$ cat src/rtl/adc_spi_pkg.sv
package adc_spi_pkg;
   typedef enum logic [1:0] {
      ST_IDLE,
      ST_XFER,
      ST_TAIL,
      ST_GUARD
   } seq_state_t;
endpackage

$ cat src/rtl/adc_spi_timer.sv
module adc_spi_timer #(
   parameter int HALF_DIV   = 4,
   parameter int FRAME_BITS = 16,
   localparam int CW = $clog2(2 * HALF_DIV),
   localparam int IW = $clog2(FRAME_BITS)
) (
   input  logic          clk,
   input  logic          rst_n,
   input  logic          load,
   input  logic          run,
   output logic [CW-1:0] cnt,
   output logic          period_end,
   output logic          last_bit,
   output logic          first_tick,
   output logic          sclk
);
   localparam logic [CW-1:0] CNT_RISE = CW'(HALF_DIV - 1);
   localparam logic [CW-1:0] CNT_LAST = CW'(2 * HALF_DIV - 1);
   localparam logic [IW-1:0] IDX_LAST = IW'(FRAME_BITS - 1);

   logic [IW-1:0] idx;

   always_ff @(posedge clk) begin
      if (!rst_n) begin
         cnt  <= '0;
         idx  <= '0;
         sclk <= 1'b0;
      end else if (load) begin
         cnt  <= '0;
         idx  <= '0;
         sclk <= 1'b0;
      end else if (run) begin
         if (cnt == CNT_LAST) begin
            cnt  <= '0;
            idx  <= idx + 1'b1;
            sclk <= 1'b0;
         end else begin
            cnt <= cnt + 1'b1;
            if (cnt == CNT_RISE) sclk <= 1'b1;
         end
      end
   end

   assign period_end = run && (cnt == CNT_LAST);
   assign last_bit   = (idx == IDX_LAST);
   assign first_tick = run && (cnt == '0) && (idx != '0);

   // pulses high for exactly HALF_DIV cycles
   logic [CW:0] hi_len;
   always_ff @(posedge clk) begin
      if (!rst_n) hi_len <= '0;
      else if (sclk) hi_len <= hi_len + 1'b1;
      else hi_len <= '0;
   end

   assert_high_width_R3: assert property (@(posedge clk) disable iff (!rst_n)
      $fell(sclk) |-> ($past(hi_len) == (CW+1)'(HALF_DIV - 1)));
endmodule

$ cat src/rtl/adc_spi_shifter.sv
module adc_spi_shifter #(
   parameter int W = 16
) (
   input  logic         clk,
   input  logic         rst_n,
   input  logic         load,
   input  logic [W-1:0] load_word,
   input  logic         shift,
   input  logic         sample,
   input  logic         miso,
   output logic         mosi,
   output logic [W-1:0] rx_shift
);
   logic [W-1:0] tx_sr;

   always_ff @(posedge clk) begin
      if (!rst_n) begin
         tx_sr    <= '0;
         rx_shift <= '0;
      end else begin
         if (load) tx_sr <= load_word;
         else if (shift) tx_sr <= {tx_sr[W-2:0], 1'b0};
         if (sample) rx_shift <= {rx_shift[W-2:0], miso};
      end
   end

   assign mosi = tx_sr[W-1];
endmodule

$ cat src/rtl/adc_cmd_spi_host.sv
module adc_cmd_spi_host #(
   parameter int               HALF_DIV    = 4,
   parameter int               FRAME_BITS  = 16,
   parameter int               OPC_BITS    = 4,
   parameter logic [OPC_BITS-1:0] OPC_RESULT = 4'hD,
   parameter logic [OPC_BITS-1:0] OPC_CONFIG = 4'hC,
   parameter int               MIN_CS_HIGH = 3,
   localparam int DLY_W = $clog2(2 * HALF_DIV)
) (
   input  logic                  clk,
   input  logic                  rst_n,
   input  logic                  start,
   input  logic                  op_cfg,
   input  logic [DLY_W-1:0]      sample_dly,
   output logic                  busy,
   output logic                  done,
   output logic [FRAME_BITS-1:0] rx_word,
   output logic [OPC_BITS-1:0]   rx_op,
   output logic                  cs_n,
   output logic                  sclk,
   output logic                  mosi,
   input  logic                  miso
);
   import adc_spi_pkg::*;

   localparam int GMAX = (HALF_DIV > MIN_CS_HIGH) ? HALF_DIV : MIN_CS_HIGH;
   localparam int GW   = $clog2(GMAX + 1);
   localparam logic [GW-1:0] TAIL_END  = GW'(HALF_DIV - 1);
   localparam logic [GW-1:0] GUARD_END = GW'(MIN_CS_HIGH - 1);
   localparam logic [DLY_W-1:0] DLY_MAX = DLY_W'(2 * HALF_DIV - 1);

   generate
      if (HALF_DIV < 1) begin : g_bad_div
         $error("HALF_DIV must be at least 1");
      end
      if (FRAME_BITS <= OPC_BITS) begin : g_bad_frame
         $error("FRAME_BITS must exceed OPC_BITS");
      end
      if (MIN_CS_HIGH < 1) begin : g_bad_gap
         $error("MIN_CS_HIGH must be at least 1");
      end
      if (OPC_RESULT == OPC_CONFIG) begin : g_bad_opc
         $error("opcodes must differ");
      end
   endgenerate

   seq_state_t          state;
   logic [GW-1:0]       gcnt;
   logic [OPC_BITS-1:0] op_q;
   logic                accept;
   logic                run;
   logic [DLY_W-1:0]    cnt;
   logic                period_end, last_bit, first_tick;
   logic [FRAME_BITS-1:0] rx_shift;
   logic [FRAME_BITS-1:0] frame_word;
   logic [OPC_BITS-1:0]   op_sel;

   assign accept = start && (state == ST_IDLE);
   assign run    = (state == ST_XFER);
   assign op_sel = op_cfg ? OPC_CONFIG : OPC_RESULT;
   assign frame_word = {op_sel, {(FRAME_BITS - OPC_BITS){1'b0}}};

   adc_spi_timer #(.HALF_DIV(HALF_DIV), .FRAME_BITS(FRAME_BITS)) u_timer (
      .clk(clk), .rst_n(rst_n), .load(accept), .run(run), .cnt(cnt),
      .period_end(period_end), .last_bit(last_bit), .first_tick(first_tick),
      .sclk(sclk)
   );

   adc_spi_shifter #(.W(FRAME_BITS)) u_shift (
      .clk(clk), .rst_n(rst_n), .load(accept), .load_word(frame_word),
      .shift(first_tick), .sample(run && (cnt == sample_dly)), .miso(miso),
      .mosi(mosi), .rx_shift(rx_shift)
   );

   always_ff @(posedge clk) begin
      if (!rst_n) begin
         state   <= ST_IDLE;
         gcnt    <= '0;
         op_q    <= '0;
         cs_n    <= 1'b1;
         done    <= 1'b0;
         rx_word <= '0;
         rx_op   <= '0;
      end else begin
         done <= 1'b0;
         case (state)
            ST_IDLE: begin
               if (start) begin
                  state <= ST_XFER;
                  cs_n  <= 1'b0;
                  op_q  <= op_sel;
               end
            end
            ST_XFER: begin
               if (period_end && last_bit) begin
                  state <= ST_TAIL;
                  gcnt  <= '0;
               end
            end
            ST_TAIL: begin
               if (gcnt == TAIL_END) begin
                  state   <= ST_GUARD;
                  gcnt    <= '0;
                  cs_n    <= 1'b1;
                  done    <= 1'b1;
                  rx_word <= rx_shift;
                  rx_op   <= op_q;
               end else begin
                  gcnt <= gcnt + 1'b1;
               end
            end
            default: begin
               if (gcnt == GUARD_END) state <= ST_IDLE;
               else gcnt <= gcnt + 1'b1;
            end
         endcase
      end
   end

   assign busy = (state != ST_IDLE);

   assert_idle_lines_R1: assert property (@(posedge clk) disable iff (!rst_n)
      !busy |-> (cs_n && !sclk && !done));
   assert_sclk_low_deselect_R3: assert property (@(posedge clk) disable iff (!rst_n)
      cs_n |-> !sclk);
   assert_mosi_hold_R2: assert property (@(posedge clk) disable iff (!rst_n)
      (sclk && $past(sclk)) |-> $stable(mosi));
   assert_done_pulse_R5: assert property (@(posedge clk) disable iff (!rst_n)
      done |=> !done);
   assert_done_on_release_R5: assert property (@(posedge clk) disable iff (!rst_n)
      done |-> $rose(cs_n));
   assert_busy_covers_release_R7: assert property (@(posedge clk) disable iff (!rst_n)
      $rose(cs_n) |-> busy);
   assert_dly_steady_R4: assert property (@(posedge clk) disable iff (!rst_n)
      (busy && $past(busy)) |-> $stable(sample_dly));
   assert_dly_range_R9: assert property (@(posedge clk) disable iff (!rst_n)
      accept |-> (sample_dly <= DLY_MAX));
   assert_op_held_R8: assert property (@(posedge clk) disable iff (!rst_n)
      (busy && $past(busy)) |-> $stable(op_q));
endmodule

$ cat config.mk
export PLATFORM = sky130hd
export DESIGN_NAME = adc_cmd_spi_host
export DESIGN_NICKNAME = d
export VERILOG_FILES = /design/src/rtl/adc_spi_pkg.sv /design/src/rtl/adc_spi_timer.sv /design/src/rtl/adc_spi_shifter.sv /design/src/rtl/adc_cmd_spi_host.sv
export SDC_FILE = /design/constraint.sdc
export NUM_CORES = 1
export LEC_CHECK = 0
export ABC_AREA = 0
export BUFFER_PORTS_ARGS = -buffer_cell sky130_fd_sc_hd__clkbuf_2
export CAP_MARGIN = 10
export CORE_ASPECT_RATIO = 1.75
export CORE_MARGIN = 4
export CORE_UTILIZATION = 55
export CTS_CLUSTER_DIAMETER = 200
export DETAILED_ROUTE_END_ITERATION = 10
export PLACE_DENSITY = 0.77
export SLEW_MARGIN = 40
export SYNTH_ARGS = -nofsm -noshare
export SYNTH_HDL_FRONTEND = slang
export SYNTH_SLANG_ARGS = --single-unit
$ cat constraint.sdc
create_clock -name clk -period 4.3 [get_ports clk]
set_clock_uncertainty 0.15 [all_clocks]
set_input_delay 0.215 -clock clk [delete_from_list [all_inputs] [get_ports clk]]
set_output_delay 0.215 -clock clk [all_outputs]
set_load 0.05 [all_outputs]
[After elaboration in Yosys (flattened, before gate mapping)]
Cells that the tools add are included.
Word-level totals
  register bits after elaboration: 59
  output and inout bits: 25
  input port bits: 8
Operators by class
  $add $sub $neg: 3
  muxes and demuxes: 19
  eq/ne operators: 12
  bitwise logic cells: 2
  reductions and logical operators: 23
Operator list (count)
  $mux 16: 2
  $mux 3: 4
  $reduce_and 2->1: 5
  $eq 3x2->1 const B: 3
  $pmux 3 s3: 1
  $mux 2: 4
  $reduce_bool 2->1: 4
  $reduce_bool 4->1: 2
  $add 3x1->3 const B: 2
  $logic_and 1x1->1: 6
  $mux 1: 6
  $pmux 2 s3: 1
  $reduce_and 3->1: 2
  $add 4x1->4 const B: 1
  $eq 4x4->1 const B: 1
  $ne 2x2->1 const B: 2
  $reduce_and 4->1: 1
  $eq 3x3->1: 1
  $eq 3x3->1 const B: 1
  $logic_not 3->1: 1
  $ne 3x2->1 const B: 1
  $eq 2x1->1 const B: 1
  $eq 2x2->1 const B: 1
  $logic_not 2->1: 1
  other kinds (4): 5

[Logic depth before layout (Yosys ltp)]
  depth in word-level cells: 5
  depth in mapped cells: 8
  depth with buffers taken out: 6

[Hierarchy]
From an unflattened synthesis, not the netlist that was laid out.
Unflattened totals
  cells, all modules: 323
  area total of the unflattened synthesis: 3204.3 um2
Modules (own cells, without submodules)
  adc_spi_shifter: times used 1, cells an instance 122, area each 1442.6 um2
  adc_cmd_spi_host: times used 1, cells an instance 154, area each 1335.0 um2
  adc_spi_timer: times used 1, cells an instance 47, area each 426.7 um2

[Worst setup path after synthesis]
No wires, ideal clock.
  kind: register to register
  from: register u_timer.cnt[0]
  to: register gcnt[2]
  path slack: 2446 ps
  cell stages (with the launch flop): 7
  setup time: 116 ps
  arrival: 1588 ps
  path through: dfxtp_1 ha_1 ha_1 nand4_1 a221oi_4 o211ai_1 o211a_1
Between the ends
  longest elaborated chain between the ends: 5
RTL lines
  start: declaration: line adc_spi_timer.sv:11  | output logic [CW-1:0] cnt,
  start signal: assignment: line adc_spi_timer.sv:38  | cnt <= cnt + 1'b1;
  $eq 3x3->1: line adc_spi_timer.sv:44  | assign period_end = run && (cnt == CNT_LAST);
  $logic_and 1x1->1: line adc_spi_timer.sv:44
  $logic_and 1x1->1: line adc_cmd_spi_host.sv:95  | if (period_end && last_bit) begin
  $ne 2x1->1 (no line)
  $reduce_and 3->1 (no line)
  end signal: assignment: line adc_cmd_spi_host.sv:109  | gcnt <= gcnt + 1'b1;
  end signal: assignment: line adc_cmd_spi_host.sv:114  | else gcnt <= gcnt + 1'b1;
  end: declaration: line adc_cmd_spi_host.sv:48  | logic [GW-1:0] gcnt;
No other way between the ends.
A chain may end at the register's enable or synchronous reset.

[Final worst setup path]
  from: register state[1]
  to: register u_shift.rx_shift[8]
Between the ends
  longest elaborated chain between the ends: 2
RTL lines
  start: declaration: line adc_cmd_spi_host.sv:47  | seq_state_t state;
  start signal: assignment: line adc_cmd_spi_host.sv:77  | state <= ST_IDLE;
  start signal: assignment: line adc_cmd_spi_host.sv:89  | state <= ST_XFER;
  start signal: assignment: line adc_cmd_spi_host.sv:96  | state <= ST_TAIL;
  $eq 2x1->1: line adc_cmd_spi_host.sv:59  | assign run = (state == ST_XFER);
  $logic_and 1x1->1: line adc_cmd_spi_host.sv:71  | .shift(first_tick), .sample(run && (cnt == sample_dly)), .miso(miso),
  end signal: assignment: line adc_spi_shifter.sv:23  | if (sample) rx_shift <= {rx_shift[W-2:0], miso};
  end: declaration: line adc_spi_shifter.sv:12  | output logic [W-1:0] rx_shift
No other way between the ends.

==> flow_summary.yaml <==
outcome:
  outcome: "complete, no violations"
clock_network:
  h-tree-depth: 2
  clk_tree_root_cell: "clkbuf_8"
  worst_skew_pair.late_latency_ps: 300
  tritoncts_num_sinks: 55
  clk_pin_slew_worst_paths_ps: 90
  numCtsBuffers: 5
  clock_tree_from_tritoncts: "built"
  postCtsResizedCells: 0
  post_cts_hold_buffers: 0
  cts_setup_buffers: 0
  max_buffers_root_to_sink: 2
timing:
  measured_slew_at_the_worst_slew_check_pin_ps: 755
  grt_setup_unrepaired: "false"
  setup_violations: 0
  max-slew-margin-rel: 0.497
  final_period_minus_worst_setup_slack_ps: 2360
  final.setup.tns_ps: 0
  slew_viol_final: 0
  fmaxAchievable_mhz: 424
  hold_violations: 0
  final_min_period_over_clock_period: 0.549
final_layout:
  finalInstanceArea_um2: 2640
  register_area_um2: 1100
  area_of_the_multi_input_gates_um2: 1190
  layout-area-overhead-vs-synth_pct: 9.55
  final_cell_count_no_fill: 330
  fillers: 402
  antenna_cells_inserted: 0
  design.final.nets: 301
  drive_above_1_share: 0.146
setup_path:
  critPathCaptureType: "flop"
  critPathLaunchType: "flop"
  worst-setup-path-type: "reg2reg"
  arrival_time_of_data_at_the_critical_path_endpoint_ps: 2400
  worst-endpoint-required_ps: 4340
  cp_slowest_cell: "nand4_2"
  timing.critical_path.fanout_max: 16
  crit_path_cell_trace: "inv_1 -> ha_1 -> nand4_2 -> mux2i_1 -> nor2b_1"
  cp_slowest_stage_delay_ps: 660
floorplan:
  boundaryPins: 33
  die-area_um2: 5550
  floorplan.rows: 31
  effective_utilization_at_floorplan: 0.575
  die-height_um: 95.6
  chipWidth_um: 58.0
  area_of_the_core_um2: 4190
synth:
  cell_area_after_technology_mapping_um2: 2410
  synth_enable_flop_cells: 0
  async_set_or_reset_flop_fraction_in_the_synthesized_netlist: 0
  yosys_warnings: 0
  mean_instance_size_in_the_synthesized_netlist_um2: 9.45
  synth_seq_cells: 55
  post_synth_inst_count: 255
  synth_sequential_area_ratio: 0.457
  synth_ff_type: "dfxtp_1"
  syn-num-nets: 276
  unique_masters_post_synth: 34
detailed_routing:
  route.detailed.wl_per_inst_um: 11.9
  met3_length_um: 160
  totalWireLength_um: 3940
  number_of_nets_with_antenna_violations_after_routing: 0
  dr_wl_met2_um: 2040
  drt_iter0_drc: 16
  vias: 1696
  drc: 0
  vias_per_cell: 5.14
  first_pass_iters: 4
  drt-met1-wl_um: 1710
  uppermost_routed_layer: "met4"
global_routing:
  global_route_usage_sum: 0.156
  grt_pass1_wl_um: 6840
  grt_remaining_overflow: 0
  grt_pass1_vias: 1574
  maximum_number_of_pins_on_one_net_before_global_route_repair: 50
  antenna_found_initial: 0
power:
  p_seq_frac: 0.497
  leakage_nw: 1.13
  relative_contribution_of_combinational_cells_to_total_power: 0.267
  proportion_of_power_drawn_by_the_clock_network: 0.235
  total_power_w: 0.00115
  power.internal_w: 0.000778
  ir_drop_v: 0.000393
  power_per_cell_area_nw_per_um2: 437
  netSwitchingPower_w: 0.000375
  netSwitchingFraction: 0.325
placed_design:
  post-dp-hpwl_um: 2850
  gpl.final_weighted_congestion: 0.801
  place.detailed.instances: 322
  placedInstanceArea_um2: 2550
  port_buffers: 31
job:
  cap_violations: 0
hold_path:
  min-delay-path-class: "in2reg"
[Yosys cell counts (2+ instances only)]
master	count	area (um2)
o211ai_1	2	15.0
mux2i_1	25	250
ha_1	13	163
nor3_1	2	10.0
a21boi_0	18	135
clkbuf_1	6	22.5
and2_1	3	18.8
nand2_1	47	176
nand3_1	5	25.0
nand2b_1	3	18.8
dfxtp_1	55	1100
a21oi_1	9	45.0
buf_4	3	22.5
nor2b_1	19	119
xnor2_1	4	35.0
buf_2	3	15.0
inv_1	12	45.0
o21ai_0	3	15.0
a21boi_1	2	15.0
nor2_1	7	26.3
[kinds of logic after synthesis]
group | Yosys count | share of synthesized area
compound gates | 40 | 0.123
xor+xnor | 5 | 0.0182
fa+ha+maj | 13 | 0.0675
buf+inv | 25 | 0.0483
flops | 55 | 0.457
mux | 25 | 0.104
other cells | 1 | 0.00156
simple gates | 91 | 0.181
[placed cells by master (no fill, tap or decap), types with 2 or more instances in the layout]
cell / n
a21boi_0: 18
a21boi_1: 2
a21oi_1: 9
and2_1: 3
clkbuf_2: 31
clkbuf_8: 5
dfxtp_1: 55
ha_1: 13
inv_1: 12
mux2i_1: 25
nand2_1: 47
nand2b_1: 3
nand3_1: 5
nor2_1: 7
nor2b_1: 19
nor3_1: 2
o211ai_1: 2
o21ai_0: 3
xnor2_1: 4
[per-layer routing]
layer	global-route usage	vias to the layer above
met5	0	-
met4	0.0580	0
met3	0.0379	2
met2	0.283	29
met1	0.172	778
li1	-	887
[critical path: cells and delay by family (launching register included)]
kind                       cells  cell delay, ps
adders and majority gates      1             540
muxes                          1             350
DFF                            1             340
and+or+nand+nor                2             730
buffers and inverters          1             140
[per-stage QoR]
stage                     hold slack (ps)  setup slack, ps  utilization
final                                32.7             1940        0.630
after global routing                 38.6             1750        0.630
after CTS                            23.0             1940        0.630
after detailed placement              311             1940        0.610
after global placement                304             1990        0.610
after floorplan                       228             2450            -
[power groups by stage]
stage / Combinational, W / Sequential [W] / Clock [W]
2_1_floorplan: 0.000245 / 0.000595 / 0
3_3_place_gp: 0.000303 / 0.000584 / 0
3_5_place_dp: 0.000311 / 0.000585 / 0
4_1_cts: 0.000311 / 0.000574 / 0.000284
5_1_grt: 0.000344 / 0.000579 / 0.000302
6_report: 0.000308 / 0.000574 / 0.000271
[area by class of cell]
cell class / count / share of cell area
clock inverters: 2 / 0.00474
multi-input cells: 175 / 0.452
repair buffers: 31 / 0.0588
clock buffers: 6 / 0.0275
inverters: 12 / 0.0171
flip-flops and latches: 55 / 0.417
well taps: 49 / 0.0232
[state kept, by name, indices dropped and copies added (netlist names)]
name,count
cs_n,1
done,1
gcnt,3
op_q,2
rx_op,2
rx_word,16
state,2
u_shift.rx_shift,16
u_shift.tx_sr,4
u_timer.cnt,3
u_timer.idx,4
u_timer.sclk,1
[worst paths after layout]
| kind | cells after the start | slack (ps) | startpoint | to |
|---|---|---|---|---|
| min | 3 | 30 | miso | u_shift.rx_shift[0] |
| min reg2reg | 2 | 320 | rx_word[9] | rx_word[9] |
| max reg2reg | 5 | 1940 | state[1] | u_shift.rx_shift[8] |
| max | 5 | 1940 | state[1] | u_shift.rx_shift[8] |
Note: power is estimated with default switching activity, not from simulation.
